`src/rtl/hdx_sport_pkg.sv`:
```
package hdx_sport_pkg;

    localparam int RATE_W  = 2;
    localparam int CTL_W   = 6;
    localparam int F_POL   = 2;
    localparam int F_PHA   = 3;
    localparam int F_DIR   = 4;
    localparam int F_GO    = 5;

    typedef struct packed {
        logic [RATE_W-1:0] rate;
        logic              pol;
        logic              pha;
        logic              dir;
    } mode_t;

    function automatic mode_t decode_mode(input logic [CTL_W-1:0] w);
        mode_t m;
        m.rate = w[RATE_W-1:0];
        m.pol  = w[F_POL];
        m.pha  = w[F_PHA];
        m.dir  = w[F_DIR];
        return m;
    endfunction

endpackage

```
`src/rtl/hdx_sport_rate.sv`:
```
module hdx_sport_rate #(
    parameter int HALF_BASE = 6,
    parameter int RATE_W    = 2
) (
    input  logic              clk,
    input  logic              rst_n,
    input  logic              run,
    input  logic [RATE_W-1:0] rate,
    output logic              tick
);
    localparam int HALF_MAX = HALF_BASE << ((1 << RATE_W) - 1);
    localparam int CW       = $clog2(HALF_MAX + 1);

    typedef struct packed {
        logic [CW-1:0] cnt;
    } st_t;

    st_t st_d, st_q;
    logic [CW-1:0] lim_m1;

    always_comb begin
        st_d   = st_q;
        lim_m1 = (CW'(HALF_BASE) << rate) - CW'(1);
        tick   = run && (st_q.cnt == lim_m1);
        if (!run || tick) st_d.cnt = '0;
        else              st_d.cnt = st_q.cnt + CW'(1);
    end

    always_ff @(posedge clk or negedge rst_n) begin
        if (!rst_n) st_q <= '0;
        else        st_q <= st_d;
    end
endmodule

```
`src/rtl/hdx_sport_shift.sv`:
```
module hdx_sport_shift #(
    parameter int WIDTH = 8
) (
    input  logic             clk,
    input  logic             rst_n,
    input  logic             tick,
    input  logic             start,
    input  logic             load,
    input  logic [WIDTH-1:0] load_data,
    input  logic             sdi,
    output logic             busy,
    output logic             phase_odd,
    output logic [WIDTH-1:0] shreg,
    output logic             done
);
    localparam int PH_LAST = 2 * WIDTH - 1;
    localparam int PHW     = $clog2(2 * WIDTH);

    typedef struct packed {
        logic             busy;
        logic [PHW-1:0]   ph;
        logic [WIDTH-1:0] sr;
        logic             samp;
    } st_t;

    st_t st_d, st_q;

    always_comb begin
        st_d = st_q;
        done = 1'b0;
        if (!st_q.busy) begin
            if (load)  st_d.sr = load_data;
            if (start) begin
                st_d.busy = 1'b1;
                st_d.ph   = '0;
            end
        end else if (tick) begin
            if (!st_q.ph[0]) st_d.samp = sdi;
            else             st_d.sr   = {st_q.sr[WIDTH-2:0], st_q.samp};
            if (st_q.ph == PHW'(PH_LAST)) begin
                st_d.busy = 1'b0;
                done      = 1'b1;
            end
            st_d.ph = st_q.ph + PHW'(1);
        end
    end

    always_ff @(posedge clk or negedge rst_n) begin
        if (!rst_n) st_q <= '0;
        else        st_q <= st_d;
    end

    assign busy      = st_q.busy;
    assign phase_odd = st_q.ph[0];
    assign shreg     = st_q.sr;
endmodule

```
`src/rtl/hdx_sport.sv`:
```
module hdx_sport
    import hdx_sport_pkg::*;
#(
    parameter int WIDTH     = 8,
    parameter int HALF_BASE = 6
) (
    input  logic             clk,
    input  logic             rst_n,
    input  logic             ctl_wr,
    input  logic [CTL_W-1:0] ctl_wdata,
    input  logic             dat_wr,
    input  logic [WIDTH-1:0] dat_wdata,
    input  logic             flag_clr,
    output logic [WIDTH-1:0] rd_data,
    output logic             busy,
    output logic             done_flag,
    output logic             sclk,
    output logic             sdo,
    output logic             sdo_en,
    input  logic             sdi
);
    typedef struct packed {
        mode_t mode;
        logic  flag;
    } st_t;

    st_t  st_d, st_q;
    logic go, load, tick, done, phase_odd;

    always_comb begin
        st_d = st_q;
        go   = ctl_wr && !busy && ctl_wdata[F_GO];
        load = dat_wr && !busy;
        if (ctl_wr && !busy) st_d.mode = decode_mode(ctl_wdata);
        if (done)          st_d.flag = 1'b1;
        else if (flag_clr) st_d.flag = 1'b0;
    end

    always_ff @(posedge clk or negedge rst_n) begin
        if (!rst_n) st_q <= '0;
        else        st_q <= st_d;
    end

    hdx_sport_rate #(.HALF_BASE(HALF_BASE), .RATE_W(RATE_W)) u_rate (
        .clk   (clk),
        .rst_n (rst_n),
        .run   (busy),
        .rate  (st_q.mode.rate),
        .tick  (tick)
    );

    hdx_sport_shift #(.WIDTH(WIDTH)) u_shift (
        .clk       (clk),
        .rst_n     (rst_n),
        .tick      (tick),
        .start     (go),
        .load      (load),
        .load_data (dat_wdata),
        .sdi       (sdi),
        .busy      (busy),
        .phase_odd (phase_odd),
        .shreg     (rd_data),
        .done      (done)
    );

    assign done_flag = st_q.flag;
    assign sclk      = busy ? (st_q.mode.pol ^ st_q.mode.pha ^ phase_odd) : st_q.mode.pol;
    assign sdo       = rd_data[WIDTH-1];
    assign sdo_en    = busy && st_q.mode.dir;
endmodule

```
`config.mk`:
```
export PLATFORM = sky130hd
export DESIGN_NAME = hdx_sport
export DESIGN_NICKNAME = d
export VERILOG_FILES = /design/src/rtl/hdx_sport_pkg.sv /design/src/rtl/hdx_sport_rate.sv /design/src/rtl/hdx_sport_shift.sv /design/src/rtl/hdx_sport.sv
export SDC_FILE = /design/constraint.sdc
export NUM_CORES = 1
export LEC_CHECK = 0
export BUFFER_PORTS_ARGS = -buffer_cell sky130_fd_sc_hd__clkbuf_2
export CORE_AREA = 5 5 81 83
export CTS_BUF_LIST = sky130_fd_sc_hd__clkbuf_4 sky130_fd_sc_hd__clkbuf_8 sky130_fd_sc_hd__clkbuf_16
export DETAILED_ROUTE_END_ITERATION = 12
export DIE_AREA = 0 0 86 88
export PLACE_DENSITY_LB_ADDON = 0.12
export SKIP_CTS_REPAIR_TIMING = 1
export SYNTH_ARGS = -nofsm -noshare
export SYNTH_HDL_FRONTEND = slang
export SYNTH_HIERARCHICAL = 1
export SYNTH_SLANG_ARGS = --single-unit
```
`constraint.sdc`:
```
create_clock -name clk -period 2.88 [get_ports clk]
set_input_delay 0.288 -clock clk [delete_from_list [all_inputs] [get_ports clk]]
set_output_delay 0.288 -clock clk [all_outputs]
set_load 0.005 [all_outputs]
```
==> run_results.csv <==
group,metric,value,unit
yosys,ys_async_sr_fraction,1.000,
worst_setup_path,cp_num_buf_inv,0,
worst_setup_path,critPathMaxFanout,8,
yosys,synth_area,1435,um2
worst_setup_path,slowest_delay,0.43,ns
timing,grt_setup_unrepaired,"false",
timing,fin_skew,0.004716,ns
pwr,p_clk_frac,0.164,
yosys,synth.net_count,148,
finish,syn2layout_area_growth,15.00,%
yosys,ys.flop_type,"dfrtp_1",
worst_setup_path,critical_path_required,3.04,ns
worst_setup_path,cp_top_family,"simple AND/OR/NAND/NOR gates",
yosys,synth_top_area_cell,"dfrtp_1",
yosys,yosys.cell_types.count,35,
hold_path,hold_class,"in -> async",
clocking,insertion_delay,0.27,ns
route,routedWlPerCell,12.69,um
timing,hold_viol,0,
place,dpl_cell_area,1595,um2
pwr,powerDensity,875.3,nW/um2
yosys,yosys.area.top_type_share,0.4534,
yosys,synth_seq_area_share,0.4534,
pwr,p_switching,498.6,uW
floorplan,row_count,28,
timing,min_period,2.219,ns
timing,setup_viol,0,
route,post_drt_via_cell_ratio,4.385,
timing,worst_pin_slew,0.6798,ns
worst_setup_path,crit_chain,"and2b_4 > xnor2_1 > o32ai_2 > and3_1 > and3_4 > a21oi_4 > mux2_2",
global_routing,overflow,0,
route,vias,991,
global_routing,grt_pass1_vias,1028,
yosys,syn_inst,126,
floorplan,start_util,0.2483,
pwr,ir_drop,0.4405,mV
route,route.detailed.drc,0,
finish,antenna_cells,0,
worst_setup_path,worstSetupEndpointType,"flop",
floorplan,die_height,88,um
route,dr.first_iter.drc_count,44,
timing,fmax,450.7,MHz
yosys,synth_edf_count,0,
pwr,internal-power,945.9,uW
place,port-buffer-count,32,
yosys,synth_area_leaders,"dfrtp_1 45%, mux2_2 7.1%, mux2_4 5.2%, a22o_1 4.9%, buf_4 4.7%",
finish,final_layout_size_suffix_gt1_frac,0.4040,
clocking,clock_path_buffers,2,
clocking,cts_buffers,3,
finish,finalInstanceArea,1650,um2
yosys,yosys_warnings,6,
route,dr.pass1.iters,4,
yosys,yosysMostFrequentCell,"dfrtp_1",
pwr,p_comb_frac,0.377,
route,wl,2.867,mm
worst_setup_path,cp.arrival,2.38,ns
run,max-cap-violations,0,
route,final_antenna_net_count,0,
yosys,syn_avg_cell_area,11.39,um2
global_routing,grt_usage,0.08066,
global_routing,antenna_found_initial,0,
clocking,clk_pin_slew,0.09,ns
yosys,synth_commonest_cells,"26 x dfrtp_1, 9 x buf_4, 9 x mux2_2, 9 x nand2_1, 8 x a22o_1",
worst_setup_path,slowest_stage,"dfrtp_1",
timing,fin_setup_tns,0,ns
global_routing,grt_max_degree,27,
floorplan,core_area,5781,um2
pwr,leakagePower,0.7796,nW
clocking,tritoncts,"done",
floorplan,die_area,7568,um2
timing,max_slew_margin,0.5468,
clocking,cts.sinks,26,
run_status,outcome,"finished, final reports clean",
place,hpwl,2.206,mm
place,gp_congestion,0.7918,
finish,layout.nets,174,
worst_setup_path,worstSetupPathType,"reg -> reg",
timing,period_share,0.7705,
yosys,synth-seq-cells,26,
floorplan,die_x,86,um
clocking,h-tree-depth,1,
timing,slew_viol_final,0,
clocking,ctsRootBufferMaster,"clkbuf_8",
global_routing,grt_pass1_wl,4.830,mm
timing,timing.hold.ws,0.04024,ns
floorplan,ios,33,
pwr,p_total,1.445,mW
pwr,p_sw_frac,0.3451,
worst_setup_path,critPathLaunchType,"flop",
pwr,p_seq_frac,0.459,
registers in the layout, summed over array words and instances, names as in the netlist:
register and cells:
u_shift/phase_odd 1, u_rate/st_q 6, st_q 5, done_flag 1, u_shift/shreg 8, u_shift/busy 1, u_shift/st_q 4
final cells by class:
cell class,count,area (um2)
clock buffer,4,55.05
fill,617,4130
inverter,4,15.01
multi-input combinational,84,668.1
sequential,26,650.6
tap,75,93.84
timing repair buffer,33,167.7
kinds of logic after synthesis:
group,synth area share
flip-flops,0.4534
AND/OR/NAND/NOR,0.1299
AO/OA/AOI/OAI,0.1334
adder cells (fa/ha/maj),0.01743
XOR/XNOR,0.05492
buffers and inverters,0.08107
multiplexers,0.1299
power groups by stage:
stage	registers, mW	clock network, mW	logic (mW)
final	0.662	0.237	0.545
after global routing	0.689	0.268	0.613
after CTS	0.665	0.255	0.556
after detailed placement	0.671	0	0.555
after global placement	0.663	0	0.552
after floorplan	0.626	0	0.485
per-stage QoR:
step	std cells	setup WS, ns	utilization
finish	226	0.6611	0.2855
global route	226	0.4779	0.2855
CTS	226	0.6284	0.2855
detailed placement	222	0.6511	0.2760
global placement	222	0.6603	0.2760
floorplan	126	0.8544	-
worst paths after layout:
kind	startpoint	to	slack, ns	cells after the start
worst max register to register	st_q[5]	u_shift/shreg[0]	0.66	7
min in group clk	ctl_wdata[2]	st_q[3]	0.25	2
worst min register to register	done_flag	done_flag	0.49	1
max in group asynchronous	rst_n	u_rate/st_q[4]	2.41	1
worst min-delay path	rst_n	u_shift/busy	0.04	1
worst max-delay path	st_q[5]	u_shift/shreg[0]	0.66	7
cell usage in the layout, fill, tap and decap left out, drive strengths merged, types with 5 or more instances in the layout:
cell type   n
clkbuf     36
xnor2       5
nand3       5
mux2       14
nor2        6
nand2       9
dfrtp      26
a22o        8
per-layer routing:
layer	share of wire	GRT usage	vias up	routed length [um]
met3	0.054	0.02164	2	156
li1	-	-	487	-
met5	0	0	-	0
met4	0.0080	0.03453	0	23
met1	0.43	0.09461	479	1247
met2	0.50	0.1388	23	1440
Note: power is estimated with default switching activity, not from simulation.
